**config.mk**
```make
export PLATFORM = sky130hd
export DESIGN_NAME = i2c_wr_master
export DESIGN_NICKNAME = d
export VERILOG_FILES = /design/src/rtl/i2cw_pkg.sv /design/src/rtl/i2cw_half_timer.sv /design/src/rtl/i2cw_shifter.sv /design/src/rtl/i2cw_ctrl.sv /design/src/rtl/i2c_wr_master.sv
export SDC_FILE = /design/constraint.sdc
export NUM_CORES = 1
export LEC_CHECK = 0
export BUFFER_PORTS_ARGS = -buffer_cell sky130_fd_sc_hd__buf_2
export CORE_UTILIZATION = 45
export CTS_CLUSTER_DIAMETER = 120
export DETAILED_ROUTE_END_ITERATION = 12
export PLACE_DENSITY = 0.68
export RECOVER_POWER = 50
export SLEW_MARGIN = 20
export SYNTH_ARGS = -nofsm -noshare
export SYNTH_HDL_FRONTEND = slang
export SYNTH_SLANG_ARGS = --single-unit
export TNS_END_PERCENT = 100
```
**constraint.sdc**
```tcl
create_clock -name clk -period 1.5 [get_ports clk]
set_input_delay 0.225 -clock clk [delete_from_list [all_inputs] [get_ports clk]]
set_output_delay 0.225 -clock clk [all_outputs]
set_load 0.02 [all_outputs]
```
**src/rtl/i2cw_pkg.sv**
```systemverilog
package i2cw_pkg;

  typedef enum logic [3:0] {
    ST_IDLE,
    ST_STA_A,   // SDA low, SCL high
    ST_STA_B,   // SCL pulled low
    ST_PARK,    // SCL low, awaiting write or stop
    ST_LOW,     // bit low phase
    ST_RISE,    // SCL released, waiting for bus high
    ST_HIGH,    // bit high phase
    ST_STO_A,   // SCL low, SDA pulled low
    ST_STO_R,   // SCL released, waiting for bus high
    ST_STO_H,   // SCL high, SDA still low
    ST_STO_F    // SDA released, bus free time
  } eng_st_e;

  localparam int unsigned MIN_HALF = 2;

  function automatic logic is_timed(eng_st_e s);
    return (s == ST_STA_A) || (s == ST_STA_B) || (s == ST_LOW) ||
           (s == ST_HIGH)  || (s == ST_STO_A) || (s == ST_STO_H) ||
           (s == ST_STO_F);
  endfunction

  function automatic logic pulls_scl(eng_st_e s);
    return (s == ST_STA_B) || (s == ST_PARK) || (s == ST_LOW) ||
           (s == ST_STO_A);
  endfunction

endpackage

```
**src/rtl/i2cw_half_timer.sv**
```systemverilog
module i2cw_half_timer #(
  parameter int unsigned DIV_W = 8
) (
  input  logic             clk,
  input  logic             rst_n,
  input  logic [DIV_W-1:0] half_i,
  input  logic             restart_i,
  input  logic             run_i,
  output logic             first_o,
  output logic             done_o
);
  import i2cw_pkg::*;

  localparam logic [DIV_W-1:0] MIN_H = DIV_W'(MIN_HALF);

  logic [DIV_W-1:0] eff;
  logic [DIV_W-1:0] cnt_q, cnt_d;
  logic             cnt_en;

  assign eff     = (half_i < MIN_H) ? MIN_H : half_i;
  assign first_o = (cnt_q == '0);
  assign done_o  = (cnt_q == eff - DIV_W'(1));
  assign cnt_en  = restart_i | run_i;

  always_comb begin
    cnt_d = cnt_q;
    if (restart_i)   cnt_d = '0;
    else if (done_o) cnt_d = '0;
    else             cnt_d = cnt_q + DIV_W'(1);
  end

  always_ff @(posedge clk or negedge rst_n) begin
    if (!rst_n)      cnt_q <= '0;
    else if (cnt_en) cnt_q <= cnt_d;
  end

  // a running count never passes the effective half period
  p_cnt_in_range_r9: assert property (@(posedge clk) disable iff (!rst_n)
    run_i |-> (cnt_q < eff))
    else $error("half timer count out of range");

endmodule

```
**src/rtl/i2cw_shifter.sv**
```systemverilog
module i2cw_shifter #(
  parameter int unsigned BYTE_W = 8
) (
  input  logic              clk,
  input  logic              rst_n,
  input  logic              load_i,
  input  logic [BYTE_W-1:0] data_i,
  input  logic              step_i,
  output logic              bit_o,
  output logic              last_o
);
  localparam int unsigned IDX_W = $clog2(BYTE_W + 1);
  localparam logic [IDX_W-1:0] LAST_IDX = IDX_W'(BYTE_W);

  logic [BYTE_W-1:0] sh_q, sh_d;
  logic [IDX_W-1:0]  idx_q, idx_d;
  logic              sh_en;

  assign bit_o  = sh_q[BYTE_W-1];
  assign last_o = (idx_q == LAST_IDX);
  assign sh_en  = load_i | (step_i & ~last_o);

  always_comb begin
    sh_d  = sh_q;
    idx_d = idx_q;
    if (load_i) begin
      sh_d  = data_i;
      idx_d = '0;
    end else if (step_i && !last_o) begin
      sh_d  = {sh_q[BYTE_W-2:0], 1'b0};
      idx_d = idx_q + IDX_W'(1);
    end
  end

  always_ff @(posedge clk or negedge rst_n) begin
    if (!rst_n) begin
      sh_q  <= '0;
      idx_q <= '0;
    end else if (sh_en) begin
      sh_q  <= sh_d;
      idx_q <= idx_d;
    end
  end

  // the bit index never goes past the acknowledge slot
  p_idx_bound_r4: assert property (@(posedge clk) disable iff (!rst_n)
    idx_q <= LAST_IDX)
    else $error("bit index overflow");

  // a load always restarts at the first bit
  p_load_first_r4: assert property (@(posedge clk) disable iff (!rst_n)
    load_i |=> (idx_q == '0))
    else $error("load did not restart index");

endmodule

```
**src/rtl/i2cw_ctrl.sv**
```systemverilog
module i2cw_ctrl (
  input  logic clk,
  input  logic rst_n,
  input  logic start_i,
  input  logic stop_i,
  input  logic wr_en_i,
  input  logic scl_i,
  input  logic sda_i,
  input  logic first_i,
  input  logic done_i,
  input  logic cur_bit_i,
  input  logic last_i,
  output logic restart_o,
  output logic run_o,
  output logic load_o,
  output logic step_o,
  output logic scl_oe_o,
  output logic sda_oe_o,
  output logic irq_o,
  output logic ack_o,
  output logic wait_o,
  output logic busy_o
);
  import i2cw_pkg::*;

  eng_st_e state_q, state_d;
  logic    sda_q, sda_d;
  logic    irq_q, irq_d;
  logic    ack_q, ack_d;
  logic    ack_en;

  // next-state logic
  always_comb begin
    state_d = state_q;
    unique case (state_q)
      ST_IDLE:  if (start_i) state_d = ST_STA_A;
      ST_STA_A: if (done_i)  state_d = ST_STA_B;
      ST_STA_B: if (done_i)  state_d = ST_PARK;
      ST_PARK: begin
        if (wr_en_i)     state_d = ST_LOW;
        else if (stop_i) state_d = ST_STO_A;
      end
      ST_LOW:   if (done_i) state_d = ST_RISE;
      ST_RISE:  if (scl_i)  state_d = ST_HIGH;
      ST_HIGH:  if (done_i) state_d = last_i ? ST_PARK : ST_LOW;
      ST_STO_A: if (done_i) state_d = ST_STO_R;
      ST_STO_R: if (scl_i)  state_d = ST_STO_H;
      ST_STO_H: if (done_i) state_d = ST_STO_F;
      ST_STO_F: if (done_i) state_d = ST_IDLE;
      default:              state_d = ST_IDLE;
    endcase
  end

  // SDA drive: updated only in the first cycle of a timed phase
  always_comb begin
    sda_d = sda_q;
    if (first_i) begin
      unique case (state_q)
        ST_STA_A: sda_d = 1'b1;
        ST_LOW:   sda_d = last_i ? 1'b0 : ~cur_bit_i;
        ST_STO_A: sda_d = 1'b1;
        ST_STO_F: sda_d = 1'b0;
        default:  sda_d = sda_q;
      endcase
    end
  end

  always_comb begin
    irq_d  = (state_q == ST_HIGH) && done_i && last_i;
    ack_en = ((state_q == ST_RISE) && scl_i && last_i) ||
             ((state_q == ST_IDLE) && start_i);
    ack_d  = ((state_q == ST_RISE) && last_i) ? ~sda_i : 1'b0;
  end

  always_ff @(posedge clk or negedge rst_n) begin
    if (!rst_n) begin
      state_q <= ST_IDLE;
      sda_q   <= 1'b0;
      irq_q   <= 1'b0;
    end else begin
      state_q <= state_d;
      sda_q   <= sda_d;
      irq_q   <= irq_d;
    end
  end

  always_ff @(posedge clk or negedge rst_n) begin
    if (!rst_n)      ack_q <= 1'b0;
    else if (ack_en) ack_q <= ack_d;
  end

  assign restart_o = (state_d != state_q);
  assign run_o     = is_timed(state_q);
  assign load_o    = (state_q == ST_PARK) && wr_en_i;
  assign step_o    = (state_q == ST_HIGH) && done_i;
  assign scl_oe_o  = pulls_scl(state_q);
  assign sda_oe_o  = sda_q;
  assign irq_o     = irq_q;
  assign ack_o     = ack_q;
  assign wait_o    = (state_q == ST_PARK);
  assign busy_o    = (state_q != ST_IDLE);

  // the end-of-byte pulse coincides with SCL being pulled low
  p_irq_scl_low_r6: assert property (@(posedge clk) disable iff (!rst_n)
    irq_q |-> (scl_oe_o && wait_o))
    else $error("irq without SCL held low");

  // parking lasts until a write or a stop arrives
  p_park_holds_r7: assert property (@(posedge clk) disable iff (!rst_n)
    (wait_o && !wr_en_i && !stop_i) |=> wait_o)
    else $error("left park without a command");

  // a write in park starts a bit low phase
  p_write_starts_r4: assert property (@(posedge clk) disable iff (!rst_n)
    (wait_o && wr_en_i) |=> (state_q == ST_LOW))
    else $error("write did not start a byte");

  // SDA steady across a high phase
  p_sda_steady_r4: assert property (@(posedge clk) disable iff (!rst_n)
    (state_q == ST_HIGH && $past(state_q == ST_HIGH)) |-> $stable(sda_q))
    else $error("SDA moved while SCL high");

  // SDA released on the acknowledge clock
  p_ack_release_r5: assert property (@(posedge clk) disable iff (!rst_n)
    (state_q == ST_HIGH && last_i) |-> !sda_q)
    else $error("SDA driven during acknowledge");

  // no high-phase timing while SCL still reads low
  p_rise_holds_r8: assert property (@(posedge clk) disable iff (!rst_n)
    (state_q == ST_RISE && !scl_i) |=> (state_q == ST_RISE))
    else $error("high phase began before SCL was high");

endmodule

```
**src/rtl/i2c_wr_master.sv**
```systemverilog
module i2c_wr_master #(
  parameter int unsigned DIV_W  = 8,
  parameter int unsigned BYTE_W = 8
) (
  input  logic              clk,
  input  logic              rst_n,
  input  logic [DIV_W-1:0]  half_div_i,
  input  logic              start_i,
  input  logic              stop_i,
  input  logic              wr_en_i,
  input  logic [BYTE_W-1:0] wr_data_i,
  input  logic              scl_i,
  input  logic              sda_i,
  output logic              scl_oe_o,
  output logic              sda_oe_o,
  output logic              irq_o,
  output logic              ack_o,
  output logic              wait_o,
  output logic              busy_o
);
  logic [1:0] rst_sync_q;
  logic       rst_int_n;
  logic       restart, run, first, done;
  logic       load, step, cur_bit, last;

  // asynchronous assertion, synchronous release
  always_ff @(posedge clk or negedge rst_n) begin
    if (!rst_n) rst_sync_q <= 2'b00;
    else        rst_sync_q <= {rst_sync_q[0], 1'b1};
  end
  assign rst_int_n = rst_sync_q[1];

  i2cw_half_timer #(.DIV_W(DIV_W)) u_timer (
    .clk       (clk),
    .rst_n     (rst_int_n),
    .half_i    (half_div_i),
    .restart_i (restart),
    .run_i     (run),
    .first_o   (first),
    .done_o    (done)
  );

  i2cw_shifter #(.BYTE_W(BYTE_W)) u_shift (
    .clk    (clk),
    .rst_n  (rst_int_n),
    .load_i (load),
    .data_i (wr_data_i),
    .step_i (step),
    .bit_o  (cur_bit),
    .last_o (last)
  );

  i2cw_ctrl u_ctrl (
    .clk       (clk),
    .rst_n     (rst_int_n),
    .start_i   (start_i),
    .stop_i    (stop_i),
    .wr_en_i   (wr_en_i),
    .scl_i     (scl_i),
    .sda_i     (sda_i),
    .first_i   (first),
    .done_i    (done),
    .cur_bit_i (cur_bit),
    .last_i    (last),
    .restart_o (restart),
    .run_o     (run),
    .load_o    (load),
    .step_o    (step),
    .scl_oe_o  (scl_oe_o),
    .sda_oe_o  (sda_oe_o),
    .irq_o     (irq_o),
    .ack_o     (ack_o),
    .wait_o    (wait_o),
    .busy_o    (busy_o)
  );

endmodule

```
# Word-level counts from Yosys, hierarchy flattened
# Index checks and enable logic that the tools add are counted.
[op_classes]
n_addsub = 3
magnitude_cmp = 1
eq_ne = 13
muxes = 24
n_bitwise = 6
reduce_logical = 27
[ops]
columns = ["operator", "count"]
rows = [
  ["2-to-1 mux 4 bit", 14],
  ["one-hot mux 4 bit (11 select lines)", 1],
  ["2-to-1 mux 8 bit", 5],
  ["equality test 4 x 3 -> 1 bit (second input constant)", 4],
  ["equality test 4 bit (second input constant)", 4],
  ["logical OR 1 bit", 10],
  ["adder 8 x 1 -> 8 bit (second input constant)", 1],
  ["equality test 4 x 2 -> 1 bit (second input constant)", 2],
  ["equality test 8 bit", 1],
  ["logical AND 1 bit", 8],
  ["logical NOT 8 bit", 1],
  ["< comparator 8 x 2 -> 1 bit (second input constant)", 1],
  ["subtractor 8 x 1 -> 8 bit (second input constant)", 1],
  ["adder 4 x 1 -> 4 bit (second input constant)", 1],
  ["equality test 4 x 1 -> 1 bit (second input constant)", 1],
  ["logical NOT 4 bit", 1],
  ["inequality test 4 bit", 1],
  ["AND reduction 2 bit", 2],
  ["nonzero test 4 bit", 1],
  ["2-to-1 mux 3 bit", 1],
  ["NOT 1 bit", 3],
  ["one-hot mux 1 bit (3 select lines)", 1],
  ["nonzero test 3 bit", 1],
  ["2-to-1 mux 1 bit", 2],
  ["5 further kinds", 6],
]
[totals]
register_bits = 29
in_bits = 23
out_inout_bits = 6
wordCells = 82

# Logic depth before layout (Yosys ltp)
# Gate-level depths: netlist of the first run.
[depth]
depth_word = 8
mapped_depth = 12

# Modules after synthesis
# From an unflattened synthesis of the first run, not the netlist that was laid out.
[hier_totals]
cells_unflattened = 254
area_unflattened_um2 = 2133.3
[modules_own_cells]
columns = ["mod", "n_inst", "cells_per_inst", "area_per_inst_um2", "seq_area_each_um2"]
rows = [
  ["i2cw_half_timer", 1, 89, 743.2, 200.2],
  ["i2cw_ctrl", 1, 95, 715.7, 175.2],
  ["i2cw_shifter", 1, 67, 620.6, 300.3],
  ["i2c_wr_master", 1, 3, 53.8, 50.0],
]

# Least setup slack after synthesis of the first run
# No wires, ideal clock.
[synth_timing]
kind = "input to register"
from = "in half_div_i[6]"
to = "reg u_shift.sh_q[1]"
arrival_ns = 2.940
required_ns = 1.382
setup_slack_ns = -1.558
cell_stages = 11
n_path_buf = 1
path_cell_list = "or4_4 > o41ai_4 > ha_1 > nor4b_2 > a21oi_1 > or3b_1 > a211oi_2 > and3_2 > buf_4 > nor2_2 > a21o_1"
[synth_between]
elab_chain_len = 8
word_cells_on_any_way = 10
[synth_rtl]
columns = ["item", "line", "source"]
rows = [
  ["start, declared", "i2c_wr_master.sv:7", "input logic [DIV_W-1:0] half_div_i,"],
  ["< comparator 8 x 2 -> 1 bit", "i2cw_half_timer.sv:20", "assign eff = (half_i < MIN_H) ? MIN_H : half_i;"],
  ["2-to-1 mux 8 bit (*)", "i2cw_half_timer.sv:20", ""],
  ["subtractor 8 x 1 -> 8 bit (*)", "i2cw_half_timer.sv:22", "assign done_o = (cnt_q == eff - DIV_W'(1));"],
  ["equality test 8 bit (*)", "i2cw_half_timer.sv:22", ""],
  ["logical AND 1 bit (*)", "i2cw_ctrl.sv:95", "assign step_o = (state_q == ST_HIGH) && done_i;"],
  ["AND 1 bit / logical AND 1 bit (equally long branches)", "i2cw_shifter.sv:21, i2cw_shifter.sv:29", ""],
  ["OR 1 bit / nonzero test 2 bit (equally long branches)", "-", ""],
  ["AND reduction 2 bit (no line) (*)", "-", ""],
  ["end signal, assigned", "i2cw_shifter.sv:37", "sh_q <= '0;"],
  ["end signal, assigned", "i2cw_shifter.sv:40", "sh_q <= sh_d;"],
  ["end, declared", "i2cw_shifter.sv:15", "logic [BYTE_W-1:0] sh_q, sh_d;"],
]
# Every way passes the cells marked *; elsewhere a longest branch is shown, timed or not.
# A chain may end at the register's enable or synchronous reset.

# Worst setup path in the final report of the first run
[layout_timing]
from = "in half_div_i[6]"
to = "reg u_shift.idx_q[3]"
[layout_between]
elab_chain_len = 8
word_cells_on_any_way = 10
[layout_rtl]
columns = ["item", "line", "source"]
rows = [
  ["< comparator 8 x 2 -> 1 bit", "i2cw_half_timer.sv:20", ""],
  ["2-to-1 mux 8 bit (*)", "i2cw_half_timer.sv:20", ""],
  ["subtractor 8 x 1 -> 8 bit (*)", "i2cw_half_timer.sv:22", ""],
  ["equality test 8 bit (*)", "i2cw_half_timer.sv:22", ""],
  ["logical AND 1 bit (*)", "i2cw_ctrl.sv:95", ""],
  ["AND 1 bit / logical AND 1 bit (equally long branches)", "i2cw_shifter.sv:21, i2cw_shifter.sv:29", ""],
  ["OR 1 bit / nonzero test 2 bit (equally long branches)", "-", ""],
  ["AND reduction 2 bit (no line) (*)", "-", ""],
  ["end signal, assigned", "i2cw_shifter.sv:41", "idx_q <= idx_d;"],
  ["end, declared", "i2cw_shifter.sv:16", "logic [IDX_W-1:0] idx_q, idx_d;"],
]
# Marked as above.

==> results of run 1 <==
[per-layer routing]
metal / global-route usage [%] / vias to the layer above / share of wire [%]
met4: 11.2 / 0 / 2.5
met3: 5.33 / 15 / 5.0
met1: 33.5 / 976 / 46
met5: 0 / - / 0
met2: 41.1 / 54 / 46
li1: - / 986 / -
[power breakdown]
| part | switching (mW) | internal (mW) |
|---|---|---|
| Sequential | 0.206 | 1.02 |
| Clock | 0.331 | 0.540 |
| Combinational | 1.37 | 1.30 |
[cell usage after synthesis, types with 2 or more instances]
master | n | area share, %
xor2_1 | 6 | 2.7
nand2_1 | 21 | 4.0
o211ai_1 | 3 | 1.1
nor3_1 | 4 | 1.0
nand3_1 | 7 | 1.8
nor2_1 | 18 | 3.4
a21o_1 | 6 | 2.3
buf_2 | 2 | 0.51
nor2b_1 | 2 | 0.64
and3_1 | 4 | 1.3
ha_1 | 5 | 3.2
a21oi_1 | 18 | 4.6
nand2b_1 | 4 | 1.3
o21ai_0 | 9 | 2.3
buf_6 | 2 | 1.1
nor4_1 | 2 | 0.64
clkbuf_1 | 7 | 1.3
dfrtp_1 | 29 | 37
mux2i_1 | 3 | 1.5
xnor2_1 | 9 | 4.0
nand4_1 | 3 | 0.95
a22o_1 | 8 | 3.6
and3_2 | 3 | 1.1
a31oi_1 | 7 | 2.2
inv_1 | 10 | 1.9
[area by class of cell]
class                      instances  area (µm²)  area share (%)
multi-input combinational        171        1320            44.6
sequential                        29         727            24.5
timing repair buffer              97         692            23.4
clock buffer                       6        82.6            2.79
tap                               50        62.6            2.11
inverter                          10        40.0            1.35
clock inverter                     2        37.5            1.27
[kinds of logic (layout without fill, tap and decap cells)]
logic type | count (synthesis) | in the layout | synth area share, %
AOI/OAI and AO/OA | 64 | 64 | 23.0
buffers and inverters | 22 | 115 | 5.28
xor gates and xnor gates | 15 | 15 | 6.68
other | 1 | 1 | 0.191
and+or+nand+nor | 83 | 83 | 23.2
adders and majority gates | 5 | 5 | 3.18
muxes | 3 | 3 | 1.53
DFF | 29 | 29 | 36.9
[per-stage QoR]
stage	instances	hold WS [ns]	utilization (%)
3_5_place_dp	351	0.0125	64.1
6_report	365	0.108	72.5
5_1_grt	365	0.103	72.5
2_1_floorplan	222	-0.0706	-
3_3_place_gp	351	0.0110	64.1
4_1_cts	365	0.110	70.7
[worst reg2reg max path: stages, from the launching register on]
cell      delay, ns
dfrtp_1        0.40
xnor2_1        0.22
a21oi_1        0.07
or3b_4         0.39
a211oi_4       0.19
buf_4          0.17
nand3_4        0.08
or3_4          0.34
a21oi_2        0.13
[how the worst min path moves through the flow]
| stage | start | endpoint |
|---|---|---|
| after floorplan | rst_n | rst_sync_q[0] |
| after global placement | rst_n | rst_sync_q[0] |
| after detailed placement | rst_n | rst_sync_q[0] |
| after CTS | sda_i | u_ctrl.ack_o |
| after global routing | sda_i | u_ctrl.ack_o |
| final | sda_i | u_ctrl.ack_o |
[repair_timing]
action	in CTS	in global routing
gates cloned	0	0
hold buffers	1	0
endpoints found under the setup margin	30	30
resized for setup	25	22
pin swaps	13	7
setup buffers	6	1
hold endpoints to repair	2	0
[sequential cells by signal (all words and copies together), names as in the netlist]
signal and count:
rst_sync_q 2, u_timer.cnt_q 8, u_ctrl.state_q 4, u_shift.idx_q 4, u_shift.sh_q 8, u_ctrl.sda_oe_o 1, u_ctrl.ack_o 1, u_ctrl.irq_o 1
==> metrics.cfg, run 1 <==
[sta]
hold_viol = 0
finClkSkew_ns = 0.00486
fin_crit_sh_pct = 186
slew_viol_final = 0
fmax_mhz = 358
tightest_slew_ns = 0.713
rsz0062_at_grt = true
setup_violations = 30
max_slew_margin_pct = 52.5
worst_slack_ns = -1.29
setup_tns_ns = -30.62
period_needed_ns = 2.79

[clocking]
clkTransAtPathRegs_ns = 0.07
root_buffer = clkbuf_8
cts_buffer_depth = 2
htreeDepth = 2
clock_sink_count = 29
tritoncts = yes
clk_latency_ns = 0.28
cts_buffers = 5

[cells_and_area]
fill_cells = 290
fin_nets = 342
final_area_um2 = 2960
drive_gt1_share_pct = 47.0
syn_to_final_growth_pct = 50.7
layout_commonest_cell = buf_4
antenna_cells = 0
layout_common_cells = 61 x buf_4, 28 x dfrtp_1, 25 x buf_2, 17 x nor2_1, 17 x nand2_1

[synthesis]
syn_area_um2 = 1970
synth_ff_type = dfrtp_1
synth.avg_cell_area_um2 = 8.85
yosysUniqueCellTypes = 55
synth-seq-cells = 29
syn-num-nets = 250
synth_enable_flop_cells = 0
async_flop_share_pct = 100
seq_area_frac_synth_pct = 36.9
ys_warn_count = 0
postSynthCellCount = 222

[placed_design]
port_buffers = 28
post-place-ws_ns = -1.59
place_congestion = 0.845
place_area_um2 = 2620
dp_hpwl_um = 3760

[setup_path]
crit_cells = 12
required_ns = 1.71
cp_top_family = simple AND/OR/NAND/NOR gates
worst_path_max_delay_cell = or4_4
max_stage_delay_ns = 0.54
path_cells = buf_6 > or4_4 > o41ai_4 > ha_2 > nor4b_4 > a21oi_1 > or3b_4 > a211oi_4 > buf_4 > nand3_4 > or3_4 > a21oi_2
critPathCaptureType = flip-flop
worstSetupEndpoint = u_shift.idx_q[3]
crit_fanout = 3
crit_start = half_div_i[6]
cp.arrival_ns = 3.00
crit_buf_inv = 2
rrSetupSlack_ns = -0.56
reg2reg_to = u_shift.idx_q[3]
crit_type = in -> reg
cp-start-kind = input pin
rr_worst_depth = 8
reg2reg_from = u_timer.cnt_q[6]

[routing]
wl_per_cell_um = 14.9
drtIter0Drc = 132
totalWireLength_um = 5430
drc = 0
routed_via_density = 5.56
vias = 2031
drtPass1Iterations = 4
ant_nets = 0

[grt]
grt_use_total_pct = 25.8
grt_pass1_wl_um = 8780
grt_overflow_total = 0
grt_pass1_vias = 1956
grt_max_degree = 28
grt_antenna_before_repair = 0

[die]
dieArea_um2 = 4640
die_y_um = 68.1
fp.dieW_um = 68.1
rows = 23
core_area_um2 = 4090
io_pins = 29
start_util_pct = 48.1

[hold_path]
min_path_cells = 2
hold_class = in -> reg

[run]
maxCapViolations = 0

[power_and_ir_drop]
totalPowerFinal_mw = 4.77
vdd_drop_max_v = 0.00113
p_leak_nw = 1.40
power_density_nw_per_um2 = 1610

[outcome]
status = finished, violations left
violations = negative setup slack

No activity file was read; power rests on OpenSTA's default activity.
==> run 2: changes to the inputs <==
--- a/config.mk
+++ b/config.mk
@@ -5,11 +5,12 @@
 export SDC_FILE = /design/constraint.sdc
 export NUM_CORES = 1
 export LEC_CHECK = 0
+export ABC_AREA = 1
 export BUFFER_PORTS_ARGS = -buffer_cell sky130_fd_sc_hd__buf_2
 export CORE_UTILIZATION = 45
 export CTS_CLUSTER_DIAMETER = 120
 export DETAILED_ROUTE_END_ITERATION = 12
-export PLACE_DENSITY = 0.68
+export PLACE_DENSITY = 0.67
 export RECOVER_POWER = 50
 export SLEW_MARGIN = 20
 export SYNTH_ARGS = -nofsm -noshare
==> metrics.cfg, run 2 <==
[outcome]
status = finished, violations left
violations = design-rule violations, negative setup slack

[clocking]
cts_buffer_depth = 2  ; unchanged
cts_buffers = 5  ; unchanged
tritoncts = yes
htreeDepth = 2  ; unchanged
clk_latency_ns = 0.29  ; about the same
clkTransAtPathRegs_ns = 0.06  ; about the same
root_buffer = clkbuf_8
clock_sink_count = 29  ; unchanged

[cells_and_area]
final_area_um2 = 3400  ; +15%
layout_common_cells = 79 x buf_4, 65 x nand2_1, 37 x inv_1, 26 x dfrtp_1, 22 x nand3_1
drive_gt1_share_pct = 49.8  ; +2.8 points
instances_no_fill = 468  ; +28%
antenna_cells = 0  ; unchanged
syn_to_final_growth_pct = 59.9
register_area_um2 = 729  ; +0.34%
fin_nets = 443  ; +30%
layout_commonest_cell = buf_4
multi_input_area_um2 = 1390  ; +5.5%
top_regs = u_shift.sh_q (8), u_timer.cnt_q (8)
fill_cells = 334  ; +15%

[die]
fp.dieW_um = 70.7  ; +3.9%
rows = 24  ; +4.3%
core_area_um2 = 4440  ; +8.8%
io_pins = 29  ; unchanged
start_util_pct = 47.8  ; -0.27 points
die_y_um = 70.7  ; +3.9%
dieArea_um2 = 5000  ; +7.9%

[hold_path]
hold_class = in -> reg

[power_and_ir_drop]
power_density_nw_per_um2 = 1360  ; -15%
totalPowerFinal_mw = 4.64  ; -2.7%
vdd_drop_max_v = 0.000859  ; -24%
p_leak_nw = 1.80  ; +28%

[sta]
tightest_slew_ns = 0.765  ; +0.0526 ns
fmax_mhz = 424  ; +19%
fin_crit_sh_pct = 157  ; -29 points
max_slew_margin_pct = 49.0  ; -3.5 points
setup_violations = 28  ; -6.7%
finClkSkew_ns = 0.0120  ; +0.00716 ns
rsz0062_at_grt = true
worst_slack_ns = -0.857  ; +0.437 ns
period_needed_ns = 2.36  ; -0.437 ns
slew_viol_final = 0  ; unchanged
setup_tns_ns = -17.51  ; +13.12 ns
hold_viol = 0  ; unchanged

[run]
maxCapViolations = 0  ; unchanged

[placed_design]
place_area_um2 = 2890  ; +10%
place_congestion = 0.903  ; +6.9%
port_buffers = 28  ; unchanged
dp.cells = 441  ; +26%
dp_hpwl_um = 4280  ; +14%

[setup_path]
cp-start-kind = input pin
crit_type = in -> reg
cp.arrival_ns = 2.57  ; -0.43 ns
crit_fanout = 8  ; +5
critPathCaptureType = flip-flop
required_ns = 1.71  ; about the same

[grt]
grt_pass1_vias = 2291  ; +17%
grt_pass1_wl_um = 9720  ; +11%
grt_max_degree = 15  ; -46%
grt_use_total_pct = 24.7  ; -1.1 points
grt_antenna_before_repair = 0  ; unchanged
grt_overflow_total = 0  ; unchanged

[synthesis]
postSynthCellCount = 289  ; +30%
synthTopCellsByArea = dfrtp_1 34%, nand2_1 13%, inv_1 7.4%
seq_area_frac_synth_pct = 34.1  ; -2.8 points
synth.avg_cell_area_um2 = 7.36  ; -17%
async_flop_share_pct = 100  ; unchanged
synth_top_area_share_pct = 34.1  ; -2.8 points
synth_enable_flop_cells = 0  ; unchanged
syn_area_um2 = 2130  ; +8.1%
yosysUniqueCellTypes = 38  ; -31%
yosys.area.top_type = dfrtp_1
synth_ff_type = dfrtp_1
synth-seq-cells = 29  ; unchanged
ys_warn_count = 0  ; unchanged
yosysMostFrequentCell = nand2_1
syn-num-nets = 317  ; +27%
yosys-top-cells-count = 72 x nand2_1, 42 x inv_1, 29 x dfrtp_1

[routing]
vias = 2404  ; +18%
ant_nets = 0  ; unchanged
drtIter0Drc = 143  ; +8.3%
wl_per_cell_um = 13.7  ; -7.6%
totalWireLength_um = 6430  ; +18%
drtPass1Iterations = 8  ; +4
routed_via_density = 5.14  ; -7.7%
drc = 2  ; +2

run 2: stage by stage:
| stage | util [%] | hold slack [ns] | setup slack, ns |
|---|---|---|---|
| after global routing | 76.5 | 0.171 | -1.04 |
| after CTS | 71.5 | 0.154 | -0.789 |
| after global placement | 64.9 | 0.0109 | -1.09 |
| final | 76.5 | 0.157 | -0.857 |
| after floorplan | - | -0.0706 | -0.802 |
| after detailed placement | 64.9 | 0.0135 | -1.15 |
run 2: where the power goes:
group | total (mW) | internal, mW | switching (mW)
combinational | 2.73 | 1.26 | 1.47
sequential | 1.17 | 1.03 | 0.141
clock | 0.731 | 0.414 | 0.317
total | 4.64 | 2.71 | 1.93
run 2: metal layers:
layer  global-route usage [%]  up-vias  part of all wire, %
met3                     4.56       18                  5.3
li1                         -     1178                    -
met5                        0        -                    0
met4                     8.22        0                  2.4
met1                     28.8     1119                   40
met2                     45.5       89                   52
run 2: area by class of cell:
class                           count  area share [%]
Multi-Input combinational cell    207            41.0
Tap cell                           52            1.91
Inverter                           51            5.85
Timing Repair Buffer              121            26.8
Clock buffer                        7            2.84
Sequential cell                    29            21.5
Clock inverter                      1           0.147
run 2: path summary, 6_finish.rpt:
| path | from | to | slack [ns] | cells past startpoint |
|---|---|---|---|---|
| max in group asynchronous | rst_sync_q[1] | u_ctrl.state_q[1] | 0.59 | 1 |
| min in group asynchronous | rst_n | rst_sync_q[1] | 0.26 | 2 |
| setup reg to reg | u_ctrl.state_q[3] | u_timer.cnt_q[2] | -0.70 | 13 |
| setup / recovery | half_div_i[3] | u_timer.cnt_q[2] | -0.86 | 23 |
| hold reg to reg | rst_sync_q[0] | rst_sync_q[1] | 0.35 | 0 |
| hold / removal | wr_data_i[0] | u_shift.sh_q[0] | 0.16 | 3 |
run 2: timing repair:
action                                 in CTS  in global routing
resized for setup                          24                 52
hold buffers                                1                  0
pin swaps                                   6                 12
setup endpoints to repair                  29                 30
setup buffers                              13                  5
endpoints found under the hold margin       2                  0
run 2: worst max-delay path: stages:
cell	delay (ns)
buf_6	0.10
nor2_4	0.12
nand2_4	0.07
nor2_4	0.14
nor2_4	0.05
buf_4	0.12
buf_4	0.12
buf_4	0.12
buf_4	0.12
buf_4	0.12
nand4_1	0.06
nand3_1	0.08
nand2_2	0.13
nor2_8	0.05
nand2_4	0.10
nand2_2	0.07
nand3_2	0.09
nand2_2	0.07
nand2_1	0.07
nand3_2	0.09
nor2_4	0.25
nand3_2	0.11
nand2_1	0.08
run 2: logic make-up (layout without fill, tap and decap cells):
kind of cell    count (synthesis)  after routing  synth area share (%)
other cells                     1              1                 0.176
xor+xnor                       10             10                  4.47
compound gates                 25             25                  8.12
flops                          29             29                  34.1
buf+inv                        53            180                  9.53
simple gates                  166            166                  40.6
fa+ha+maj                       5              5                  2.94
==> run 3: changes to the inputs <==
--- a/config.mk
+++ b/config.mk
@@ -12,6 +12,7 @@
 export DETAILED_ROUTE_END_ITERATION = 12
 export PLACE_DENSITY = 0.67
 export RECOVER_POWER = 50
+export SKIP_CTS_REPAIR_TIMING = 1
 export SLEW_MARGIN = 20
 export SYNTH_ARGS = -nofsm -noshare
 export SYNTH_HDL_FRONTEND = slang
==> metrics.cfg, run 3 (synthesized netlist as in run 2, its figures left out) <==
[sta]
finClkSkew_ns = 0.00960  ; -0.00242 ns
fmax_mhz = 416  ; -1.9%
max_slew_margin_pct = 49.8  ; +0.80 points
holdWs_ns = 0.156  ; -0.000999 ns
hold_viol = 0  ; unchanged
slew_viol_final = 0  ; unchanged
fin_crit_sh_pct = 160  ; +3.1 points
tightest_slew_ns = 0.753  ; -0.0120 ns
worst_slack_ns = -0.903  ; -0.0459 ns
setup_violations = 29  ; +3.6%
rsz0062_at_grt = true
period_needed_ns = 2.40  ; +0.0459 ns

[routing]
totalWireLength_um = 6050  ; -5.8%
drtPass1Iterations = 8  ; unchanged
drtIter0Drc = 117  ; -18%
drc = 2  ; unchanged
ant_nets = 0  ; unchanged
wl_per_cell_um = 13.2  ; -4.2%
vias = 2316  ; -3.7%
routed_via_density = 5.03  ; -2.0%

[cells_and_area]
antenna_cells = 0  ; unchanged
syn_to_final_growth_pct = 53.7
layout_common_cells = 78 x buf_4, 68 x nand2_1, 38 x inv_1, 26 x dfrtp_1, 24 x nand3_1
fill_cells = 353  ; +5.7%
drive_gt1_share_pct = 45.8  ; -3.9 points
layout_commonest_cell = buf_4
fin_nets = 435  ; -1.8%
instances_no_fill = 460  ; -1.7%
top_regs = u_shift.sh_q (8), u_timer.cnt_q (8)

[setup_path]
rrSetupSlack_ns = -0.78  ; -0.08 ns
max_stage_delay_ns = 0.25  ; about the same
critPathCaptureType = flip-flop
crit_fanout = 8  ; unchanged
crit_start = half_div_i[4]
crit_cells = 23  ; unchanged
required_ns = 1.67  ; -0.04 ns
worstSetupEndpoint = u_timer.cnt_q[4]
path_cells = buf_8 > nor2_4 > nand2_2 > nor2_4 > nor2_4 > ha_4 > xor2_1 > o21ai_1 > nor2_1 > nand3_2 > nor2_2 > nand2_2 > nor2_8 > nand2_4 > nand2_4 > buf_4 > nand3_1 > nand2_1 > nand2_1 > nand3_2 > nor2_4 > nand3_1 > nand2_1
cp_common_cell = nor2_4
crit_buf_inv = 2  ; -4
cp-start-kind = input pin
rr_worst_depth = 15  ; +2
cp.arrival_ns = 2.57  ; about the same
reg2reg_from = u_ctrl.state_q[3]
worst_path_max_delay_cell = ha_4
crit_type = in -> reg
reg2reg_to = u_timer.cnt_q[4]
cp_top_family = simple AND/OR/NAND/NOR gates

[clocking]
clock_sink_count = 29  ; unchanged
cts_buffers = 5  ; unchanged
clkTransAtPathRegs_ns = 0.06  ; about the same
cts_buffer_depth = 2  ; unchanged
clk_latency_ns = 0.29  ; about the same
root_buffer = clkbuf_8
htreeDepth = 2  ; unchanged
tritoncts = yes

[grt]
grt_antenna_before_repair = 0  ; unchanged
grt_util_met2_pct = 41.5  ; -4.1 points
grt_busiest_layer = met2
use_met1_pct = 28.0  ; -0.81 points
grt_pass1_vias = 2192  ; -4.3%
grt_pass1_wl_um = 9180  ; -5.5%
use_met3_pct = 4.42  ; -0.14 points
grt_max_degree = 15  ; unchanged
grt_overflow_total = 0  ; unchanged
grt_use_total_pct = 23.2  ; -1.5 points

[outcome]
violations = design-rule violations, negative setup slack
status = finished, violations left

[die]
core_area_um2 = 4440  ; unchanged
die_y_um = 70.7  ; unchanged
io_pins = 29  ; unchanged
fp.dieW_um = 70.7  ; unchanged
dieArea_um2 = 5000  ; unchanged
rows = 24  ; unchanged
start_util_pct = 47.8  ; unchanged

[run]
maxCapViolations = 0  ; unchanged

[hold_path]
hold_class = in -> reg

[placed_design]
port_buffers = 28  ; unchanged
post-place-ws_ns = -1.15  ; unchanged
dp_hpwl_um = 4280  ; unchanged
place_congestion = 0.903  ; unchanged
dp.cells = 441  ; unchanged

[power_and_ir_drop]
p_leak_nw = 1.75  ; -2.6%
vdd_drop_max_v = 0.000834  ; -3.0%
power_density_nw_per_um2 = 1350  ; -1.4%

[run 3: changes by cell type in the layout (fill, tap and decap cells not counted), moves of 2 or more]
| cell | delta |
|---|---|
| nand2_4 | -2 |
| nand2_2 | -2 |
| nand2_1 | +3 |
| o221ai_1 | +4 |
| o221ai_2 | -4 |
| nand3_1 | +2 |
| buf_6 | -7 |
| o21ai_0 | +2 |
| nor2_2 | -3 |
| nand3_2 | -2 |
| nor2_4 | +2 |
[run 3: area by class of cell]
cell class | instances | area, µm² | area share (%)
Sequential cell | 29 | 729 | 22.3
Clock buffer | 7 | 96.3 | 2.95
Multi-Input combinational cell | 207 | 1340 | 41.0
Timing Repair Buffer | 113 | 835 | 25.5
Inverter | 51 | 196 | 6.01
Clock inverter | 1 | 5.00 | 0.153
Tap cell | 52 | 65.1 | 1.99
[run 3: power by group]
part / switching (mW) / internal [mW] / leakage, nW / total [mW]
sequential: 0.143 / 1.03 / 0.358 / 1.18
clock: 0.313 / 0.414 / 0.0542 / 0.728
combinational: 1.36 / 1.14 / 1.34 / 2.49
[run 3: layer usage]
layer  part of all wire, %  up-vias
li1                      -     1164
met1                    42     1062
met3                   4.6       23
met5                     0        -
met2                    50       67
met4                   3.0        0
[run 3: stage by stage]
stage	TNS, ns	power [mW]	util, %	cell area, µm²
after detailed placement	-24.45	3.30	64.9	2890
after CTS	-17.96	4.03	67.2	2990
after global placement	-23.53	3.24	64.9	2890
after global routing	-21.53	4.65	73.5	3270
after floorplan	-17.14	2.34	-	2130
final	-18.00	4.40	73.5	3270
[run 3: how the worst min path moves through the flow]
stage / cells after the start / startpoint / slack [ns] / end
CTS: 1 / rst_n / -0.29 / rst_sync_q[1]
global route: 3 / wr_data_i[0] / 0.17 / u_shift.sh_q[0]
floorplan: 0 / rst_n / -0.07 / rst_sync_q[0]
finish: 3 / wr_data_i[0] / 0.16 / u_shift.sh_q[0]
detailed placement: 1 / rst_n / 0.01 / rst_sync_q[1]
global placement: 1 / rst_n / 0.01 / rst_sync_q[1]
[run 3: tightest hold or removal path, stage by stage]
cell and delay [ns]:
buf_2 0.07, nand2_1 0.04, o21ai_0 0.06
